$ cat config.mk
export PLATFORM = sky130hd
export DESIGN_NAME = gpio_edge_irq_combiner
export DESIGN_NICKNAME = d
export VERILOG_FILES = /design/src/rtl/gpio_eic_pkg.sv /design/src/rtl/eic_bank.sv /design/src/rtl/eic_irq_merge.sv /design/src/rtl/eic_wake.sv /design/src/rtl/gpio_edge_irq_combiner.sv
export SDC_FILE = /design/constraint.sdc
export NUM_CORES = 1
export LEC_CHECK = 0
export BUFFER_PORTS_ARGS = -buffer_cell sky130_fd_sc_hd__buf_2
export CAP_MARGIN = 20
export CORE_AREA = 3 3 267 269
export CTS_CLUSTER_SIZE = 28
export DETAILED_ROUTE_END_ITERATION = 10
export DIE_AREA = 0 0 270 272
export PLACE_DENSITY_LB_ADDON = 0.2
export SETUP_SLACK_MARGIN = 0.3
export SYNTH_ARGS = -nofsm -noshare
export SYNTH_HDL_FRONTEND = slang
export SYNTH_SLANG_ARGS = --single-unit
$ cat constraint.sdc
create_clock -name clk -period 1.6 [get_ports clk]
set_clock_uncertainty 0.15 [all_clocks]
set_input_delay 0.32 -clock clk [delete_from_list [all_inputs] [get_ports clk]]
set_output_delay 0.32 -clock clk [all_outputs]
set_load 0.01 [all_outputs]
$ cat src/rtl/gpio_eic_pkg.sv
package gpio_eic_pkg;
  localparam int DEF_NUM_BANKS = 4;
  localparam int DEF_BANK_W    = 32;
  // bank 0 in the least significant word
  localparam logic [127:0] DEF_WAKE_MASK =
    128'h0012007F_EC080000_002001FC_8003FE1B;
endpackage

$ cat src/rtl/eic_bank.sv
module eic_bank #(
  parameter int BANK_W   = 32,
  parameter int IDX_W    = 2,
  parameter int BANK_IDX = 0
) (
  input  logic              clk,
  input  logic              rst_n,
  input  logic [BANK_W-1:0] level,
  input  logic [BANK_W-1:0] is_out,
  input  logic [BANK_W-1:0] rise_en,
  input  logic [BANK_W-1:0] fall_en,
  input  logic              clr_stb,
  input  logic [IDX_W-1:0]  clr_bank,
  input  logic [BANK_W-1:0] clr_mask,
  output logic [BANK_W-1:0] status,
  output logic [BANK_W-1:0] in_change
);

  function automatic logic [BANK_W-1:0] rise_of(
    input logic [BANK_W-1:0] now, input logic [BANK_W-1:0] was,
    input logic [BANK_W-1:0] en,  input logic [BANK_W-1:0] outp);
    return now & ~was & en & ~outp;
  endfunction

  function automatic logic [BANK_W-1:0] fall_of(
    input logic [BANK_W-1:0] now, input logic [BANK_W-1:0] was,
    input logic [BANK_W-1:0] en,  input logic [BANK_W-1:0] outp);
    return ~now & was & en & ~outp;
  endfunction

  function automatic logic [BANK_W-1:0] toggles_of(
    input logic [BANK_W-1:0] now, input logic [BANK_W-1:0] was,
    input logic [BANK_W-1:0] outp);
    return (now ^ was) & ~outp;
  endfunction

  // a captured edge overrides a clear of the same bit
  function automatic logic [BANK_W-1:0] merge_status(
    input logic [BANK_W-1:0] old, input logic [BANK_W-1:0] clr,
    input logic [BANK_W-1:0] hit);
    return (old & ~clr) | hit;
  endfunction

  logic [BANK_W-1:0] prev_q;
  logic [BANK_W-1:0] status_q;
  logic [BANK_W-1:0] rise_hit;
  logic [BANK_W-1:0] fall_hit;
  logic [BANK_W-1:0] edge_hit;
  logic [BANK_W-1:0] clr_vec;
  logic              clr_here;

  assign rise_hit  = rise_of(level, prev_q, rise_en, is_out);
  assign fall_hit  = fall_of(level, prev_q, fall_en, is_out);
  assign edge_hit  = rise_hit | fall_hit;
  assign clr_here  = clr_stb && (clr_bank == IDX_W'(BANK_IDX));
  assign clr_vec   = clr_here ? clr_mask : '0;
  assign in_change = toggles_of(level, prev_q, is_out);
  assign status    = status_q;

  always_ff @(posedge clk or negedge rst_n) begin
    if (!rst_n) begin
      prev_q   <= '0;
      status_q <= '0;
    end else begin
      prev_q   <= level;
      status_q <= merge_status(status_q, clr_vec, edge_hit);
    end
  end

  // enabled rising edge on an input is captured
  a_r1_rise_capture: assert property (@(posedge clk) disable iff (!rst_n)
    (|rise_hit) |=> ((status_q & $past(rise_hit)) == $past(rise_hit)));

  // enabled falling edge on an input is captured
  a_r2_fall_capture: assert property (@(posedge clk) disable iff (!rst_n)
    (|fall_hit) |=> ((status_q & $past(fall_hit)) == $past(fall_hit)));

  // output pins never gain a status bit
  a_r3_out_no_capture: assert property (@(posedge clk) disable iff (!rst_n)
    1'b1 |=> ((status_q & ~$past(status_q) & $past(is_out)) == '0));

  // without a clear to this bank no bit drops
  a_r4_sticky: assert property (@(posedge clk) disable iff (!rst_n)
    !clr_here |=> ((status_q & $past(status_q)) == $past(status_q)));

  // bits drop only where the mask asked
  a_r4_clear_only_masked: assert property (@(posedge clk) disable iff (!rst_n)
    1'b1 |=> (($past(status_q) & ~status_q & ~$past(clr_mask)) == '0));

  // edge beats a clear on the same bit
  a_r5_edge_wins: assert property (@(posedge clk) disable iff (!rst_n)
    (clr_here && |(edge_hit & clr_mask)) |=>
      ((status_q & $past(edge_hit & clr_mask)) == $past(edge_hit & clr_mask)));

endmodule

$ cat src/rtl/eic_irq_merge.sv
module eic_irq_merge #(
  parameter int NPINS = 128
) (
  input  logic             clk,
  input  logic             rst_n,
  input  logic [NPINS-1:0] status,
  output logic             irq_pin0,
  output logic             irq_pin1,
  output logic             irq_other
);

  function automatic logic any_beyond_two(input logic [NPINS-1:0] v);
    return |v[NPINS-1:2];
  endfunction

  logic others_set;
  assign others_set = any_beyond_two(status);

  always_ff @(posedge clk or negedge rst_n) begin
    if (!rst_n) begin
      irq_pin0  <= 1'b0;
      irq_pin1  <= 1'b0;
      irq_other <= 1'b0;
    end else begin
      irq_pin0  <= status[0];
      irq_pin1  <= status[1];
      irq_other <= others_set;
    end
  end

  // dedicated lines follow their status bits one clock later
  a_r6_pin0_follows: assert property (@(posedge clk) disable iff (!rst_n)
    1'b1 |=> (irq_pin0 == $past(status[0])));
  a_r6_pin1_follows: assert property (@(posedge clk) disable iff (!rst_n)
    1'b1 |=> (irq_pin1 == $past(status[1])));

  // shared line rises only if some other bit was set
  a_r7_other_cause: assert property (@(posedge clk) disable iff (!rst_n)
    $rose(irq_other) |-> ($past(status) & ~NPINS'(3)) != '0);

endmodule

$ cat src/rtl/eic_wake.sv
module eic_wake #(
  parameter int               NPINS     = 128,
  parameter logic [NPINS-1:0] WAKE_MASK = '0
) (
  input  logic             clk,
  input  logic             rst_n,
  input  logic [NPINS-1:0] in_change,
  input  logic             core_halted,
  output logic             wake_pulse
);

  function automatic logic wake_cause(input logic [NPINS-1:0] chg,
                                      input logic halted);
    return halted && ((chg & WAKE_MASK) != '0);
  endfunction

  logic wake_hit;
  assign wake_hit = wake_cause(in_change, core_halted);

  always_ff @(posedge clk or negedge rst_n) begin
    if (!rst_n) wake_pulse <= 1'b0;
    else        wake_pulse <= wake_hit;
  end

  // a pulse needs the core halted on the clock before
  a_r8_needs_halt: assert property (@(posedge clk) disable iff (!rst_n)
    wake_pulse |-> $past(core_halted));

  // a pulse needs a masked input change on the clock before
  a_r8_needs_masked_change: assert property (@(posedge clk) disable iff (!rst_n)
    wake_pulse |-> ($past(in_change) & WAKE_MASK) != '0);

endmodule

$ cat src/rtl/gpio_edge_irq_combiner.sv
module gpio_edge_irq_combiner #(
  parameter int NUM_BANKS = gpio_eic_pkg::DEF_NUM_BANKS,
  parameter int BANK_W    = gpio_eic_pkg::DEF_BANK_W,
  parameter int IDX_W     = (NUM_BANKS > 1) ? $clog2(NUM_BANKS) : 1,
  parameter logic [NUM_BANKS*BANK_W-1:0] WAKE_MASK =
    (NUM_BANKS*BANK_W)'(gpio_eic_pkg::DEF_WAKE_MASK)
) (
  input  logic                        clk,
  input  logic                        rst_n,
  input  logic [NUM_BANKS*BANK_W-1:0] pin_level,
  input  logic [NUM_BANKS*BANK_W-1:0] pin_is_out,
  input  logic [NUM_BANKS*BANK_W-1:0] rise_en,
  input  logic [NUM_BANKS*BANK_W-1:0] fall_en,
  input  logic                        core_halted,
  input  logic                        clr_stb,
  input  logic [IDX_W-1:0]            clr_bank,
  input  logic [BANK_W-1:0]           clr_mask,
  output logic [NUM_BANKS*BANK_W-1:0] edge_status,
  output logic                        irq_pin0,
  output logic                        irq_pin1,
  output logic                        irq_other,
  output logic                        wake_pulse
);

  localparam int NPINS = NUM_BANKS * BANK_W;

  logic [NPINS-1:0] in_change;

  for (genvar b = 0; b < NUM_BANKS; b++) begin : g_bank
    eic_bank #(
      .BANK_W  (BANK_W),
      .IDX_W   (IDX_W),
      .BANK_IDX(b)
    ) u_bank (
      .clk      (clk),
      .rst_n    (rst_n),
      .level    (pin_level [b*BANK_W +: BANK_W]),
      .is_out   (pin_is_out[b*BANK_W +: BANK_W]),
      .rise_en  (rise_en   [b*BANK_W +: BANK_W]),
      .fall_en  (fall_en   [b*BANK_W +: BANK_W]),
      .clr_stb  (clr_stb),
      .clr_bank (clr_bank),
      .clr_mask (clr_mask),
      .status   (edge_status[b*BANK_W +: BANK_W]),
      .in_change(in_change  [b*BANK_W +: BANK_W])
    );
  end

  eic_irq_merge #(.NPINS(NPINS)) u_irq (
    .clk      (clk),
    .rst_n    (rst_n),
    .status   (edge_status),
    .irq_pin0 (irq_pin0),
    .irq_pin1 (irq_pin1),
    .irq_other(irq_other)
  );

  eic_wake #(.NPINS(NPINS), .WAKE_MASK(WAKE_MASK)) u_wake (
    .clk        (clk),
    .rst_n      (rst_n),
    .in_change  (in_change),
    .core_halted(core_halted),
    .wake_pulse (wake_pulse)
  );

  // reset leaves nothing pending
  a_r9_reset_quiet: assert property (@(posedge clk)
    $rose(rst_n) |-> (!irq_pin0 && !irq_pin1 && !irq_other && !wake_pulse));

endmodule

==> flow_summary_export.csv <==
group,metric,value,unit
detailed_routing,ant_nets,0,
floorplan,core,68800,µm²
worst_setup_path,worstPathRequired,1850,ps
yosys,synth_top_family_by_area,"simple AND/OR/NAND/NOR gates",
clock_network,path_clk_slew,60,ps
yosys,synth_xor_xnor_area_share,0,
worst_setup_path,worst_path_max_delay_cell,"dfrtp_2",
floorplan,rows,96,
worst_setup_path,start_kind,"register",
global_routing,grtUsageTotal,0.194,
timing,hold_viol,0,
global_routing,antenna_found_initial,12,
global_routing,overflow,0,
yosys,synth_compound_gate_area_share,0.136,
power,combPwrFrac,0.288,
worst_setup_path,reg2reg_depth,6,
yosys,synthAdderAreaFrac,0.0786,
timing,fin_crit,1870,ps
clock_network,htreeDepth,2,
min_path,worstHoldPathType,"primary input to register",
job,max_cap_violations,0,
clock_network,cts_inserted_buffers,36,
power,internal_power,0.0162,W
finish,nNetsFinal,3245,
detailed_routing,drc_errors,0,
power,power.switching,0.00686,W
detailed_routing,routed_via_density,4.11,
worst_setup_path,path_cells,"nor4_4 > buf_4 > nand4_1 > nor4_2 > buf_4 > nand2_1",
yosys,synth_area_per_cell,9.18,µm²
finish,post_route_cells_drive_above_1_share,0.388,
power,power.share.sequential,0.357,
worst_setup_path,cp_num_cells,6,
timing,maxSlewHeadroom,0.666,
timing,worst_slack,-269,ps
detailed_routing,wl_per_cell,20.5,µm
detailed_routing,num_vias,14730,
timing,worst_pin_slew,502,ps
yosys,seq_area_frac_synth,0.552,
timing,max_freq,535,MHz
global_routing,grt_pass1_vias,16183,
yosys,synth.cell_area,11800,µm²
detailed_routing,drt_iter0_markers,499,
finish,final_common_cell,"buf_2",
power,p_sw_frac,0.298,
clock_network,clock-root-buffer,"clkbuf_16",
power,p_clk_frac,0.355,
power,max-vdd-ir-drop,605,µV
finish,final_area,25100,µm²
floorplan,initial_utilization,0.171,
floorplan,die_h,272,µm
worst_setup_path,worst_setup_path_end_kind,"register",
outcome,status,"complete, but fails checks",
worst_setup_path,path_class,"register to register",
worst_setup_path,cp_common_cell,"buf_4",
yosys,synthSimpleGateAreaFrac,0.169,
power,total_leakage_power,12.4,nW
worst_setup_path,cp_max_fo,2,
yosys,ys_seq_elements,260,
place,post-place-cells,3042,
place,io_buffers,681,
place,dp_hpwl,58200,µm
yosys,yosysUniqueCellTypes,22,
place,place_area,17600,µm²
timing,post-route-period-util,1.17,
floorplan,dieWidth,270,µm
min_path,min_path_cells,3,
clock_network,clkSinkCount,260,
timing,rsz0062_at_grt,"yes",
yosys,synth.area.mux_share,0,
finish,final_cell_count_no_fill,3581,
yosys,synth_area_leader_cell,"dfrtp_1",
yosys,yosysWarnings,0,
timing,finalSetupViolCount,75,
floorplan,dieArea,73400,µm²
clock_network,clk_path_buf_depth,3,
timing,slew_viol_final,0,
detailed_routing,drt_wl_total,73400,µm
worst_setup_path,cp.arrival,2120,ps
floorplan,io_pins,682,
place,gp_routability_congestion,0.965,
yosys,syn_inst,1283,
finish,final_cell_mix,"buf_2 (558), dlygate4sd3_1 (432), nand2_1 (348)",
global_routing,grt_pass1_wl,105000,µm
yosys,synth_fp_nets,1907,
clock_network,cts_tree,"done",
finish,syn_to_final_growth,113,%
worst_setup_path,path_buf_inv,2,
yosys,netlist_top_cells_area,"dfrtp_1 (55%), nand2_1 (11%), ha_1 (7.9%)",
worst_setup_path,crit_path_max_incr_delay,450,ps
power,power_density,918,nW/µm²
global_routing,grt_max_degree,43,
worst_setup_path,crit_family,"simple AND/OR/NAND/NOR gates",
detailed_routing,first_pass_iters,4,
timing,tns,-3580,ps
clock_network,clk_latency,530,ps
outcome,violations,"setup timing",
yosys,synth.top_cell.area_share,0.552,
through the flow:
| step | hold WS [ps] | setup slack [ps] | utilization | total power (W) |
|---|---|---|---|---|
| after floorplan | -126 | 136 | - | 0.00924 |
| after global placement | 91.9 | -939 | 0.256 | 0.0126 |
| after detailed placement | 92.6 | -968 | 0.256 | 0.0126 |
| after CTS | 3.80 | -359 | 0.358 | 0.0231 |
| after global routing | 14.6 | -404 | 0.364 | 0.0242 |
| final | 38.1 | -269 | 0.364 | 0.0230 |
power groups by stage:
stage	combinational [W]	sequential [W]	clock (W)
after global placement	0.00448	0.00811	0
after global routing	0.00716	0.00833	0.00869
after floorplan	0.000960	0.00828	0
after CTS	0.00650	0.00818	0.00845
after detailed placement	0.00449	0.00814	0
final	0.00663	0.00822	0.00816
tightest hold or removal path, stage by stage:
cell	delay [ps]
buf_2	120
a22oi_2	80
o21ai_2	140
registers in the layout (all words and copies together) (netlist names):
name / flops
u_irq.irq_pin0: 1
u_wake.wake_pulse: 1
u_irq.irq_other: 1
u_irq.irq_pin1: 1
g_bank.u_bank.status: 128
g_bank.u_bank.prev_q: 128
cells by family after synthesis:
group	after synthesis
simple gates	494
compound gates	275
flops	260
buf+inv	180
fa+ha+maj	74
cells in the mapped netlist:
| cell | count |
|---|---|
| a31oi_1 | 91 |
| and3b_1 | 2 |
| and3_1 | 1 |
| o21ai_0 | 20 |
| o22ai_1 | 18 |
| nor3_1 | 1 |
| nor4_1 | 35 |
| o21a_1 | 1 |
| o21ai_1 | 108 |
| buf_6 | 5 |
| inv_1 | 165 |
| dfrtp_1 | 260 |
| nand4_1 | 8 |
| buf_4 | 7 |
| a22oi_1 | 37 |
| nor3b_2 | 1 |
| nor2_1 | 95 |
| buf_2 | 3 |
| nor4_2 | 1 |
| nand3_1 | 2 |
| nand2_1 | 348 |
| ha_1 | 74 |
final timing paths:
check / from / to / slack (ps)
max: g_bank[0].u_bank.status[29] / u_irq.irq_other / -270
min: rise_en[53] / g_bank[1].u_bank.status[21] / 40
max reg2reg: g_bank[0].u_bank.status[29] / u_irq.irq_other / -270
min reg2reg: g_bank[0].u_bank.status[1] / u_irq.irq_pin1 / 280
max in group asynchronous: rst_n / g_bank[3].u_bank.status[9] / 540
min in group asynchronous: rst_n / g_bank[0].u_bank.prev_q[8] / 130
repair_timing:
action / 4_1_cts / 5_1_grt
endpoints found under the setup margin: 134 / 164
gates resized for setup: 274 / 94
gates cloned: 0 / 0
hold endpoints to repair: 517 / 0
hold buffers: 444 / 0
setup buffers: 19 / 9
pin swaps: 9 / 26
area by class of cell:
class                   instances  area [µm²]
repair buffers               1315       10500
inverters                     165         619
well taps                     931        1160
clock buffers                  55        1080
flip-flops and latches        260        6540
diodes                          5        12.5
multi-input cells             843        5070
clock inverters                 7        85.1
fillers                      7004       43700
routing by layer:
layer / track usage / up-vias / part of all wire
met1: 0.223 / 7082 / 0.40
met4: 0.0597 / 6 / 0.030
met5: 0 / - / 0.00056
met3: 0.0421 / 116 / 0.056
met2: 0.359 / 552 / 0.52
li1: - / 6974 / -
No activity file was read; power rests on OpenSTA's default activity.
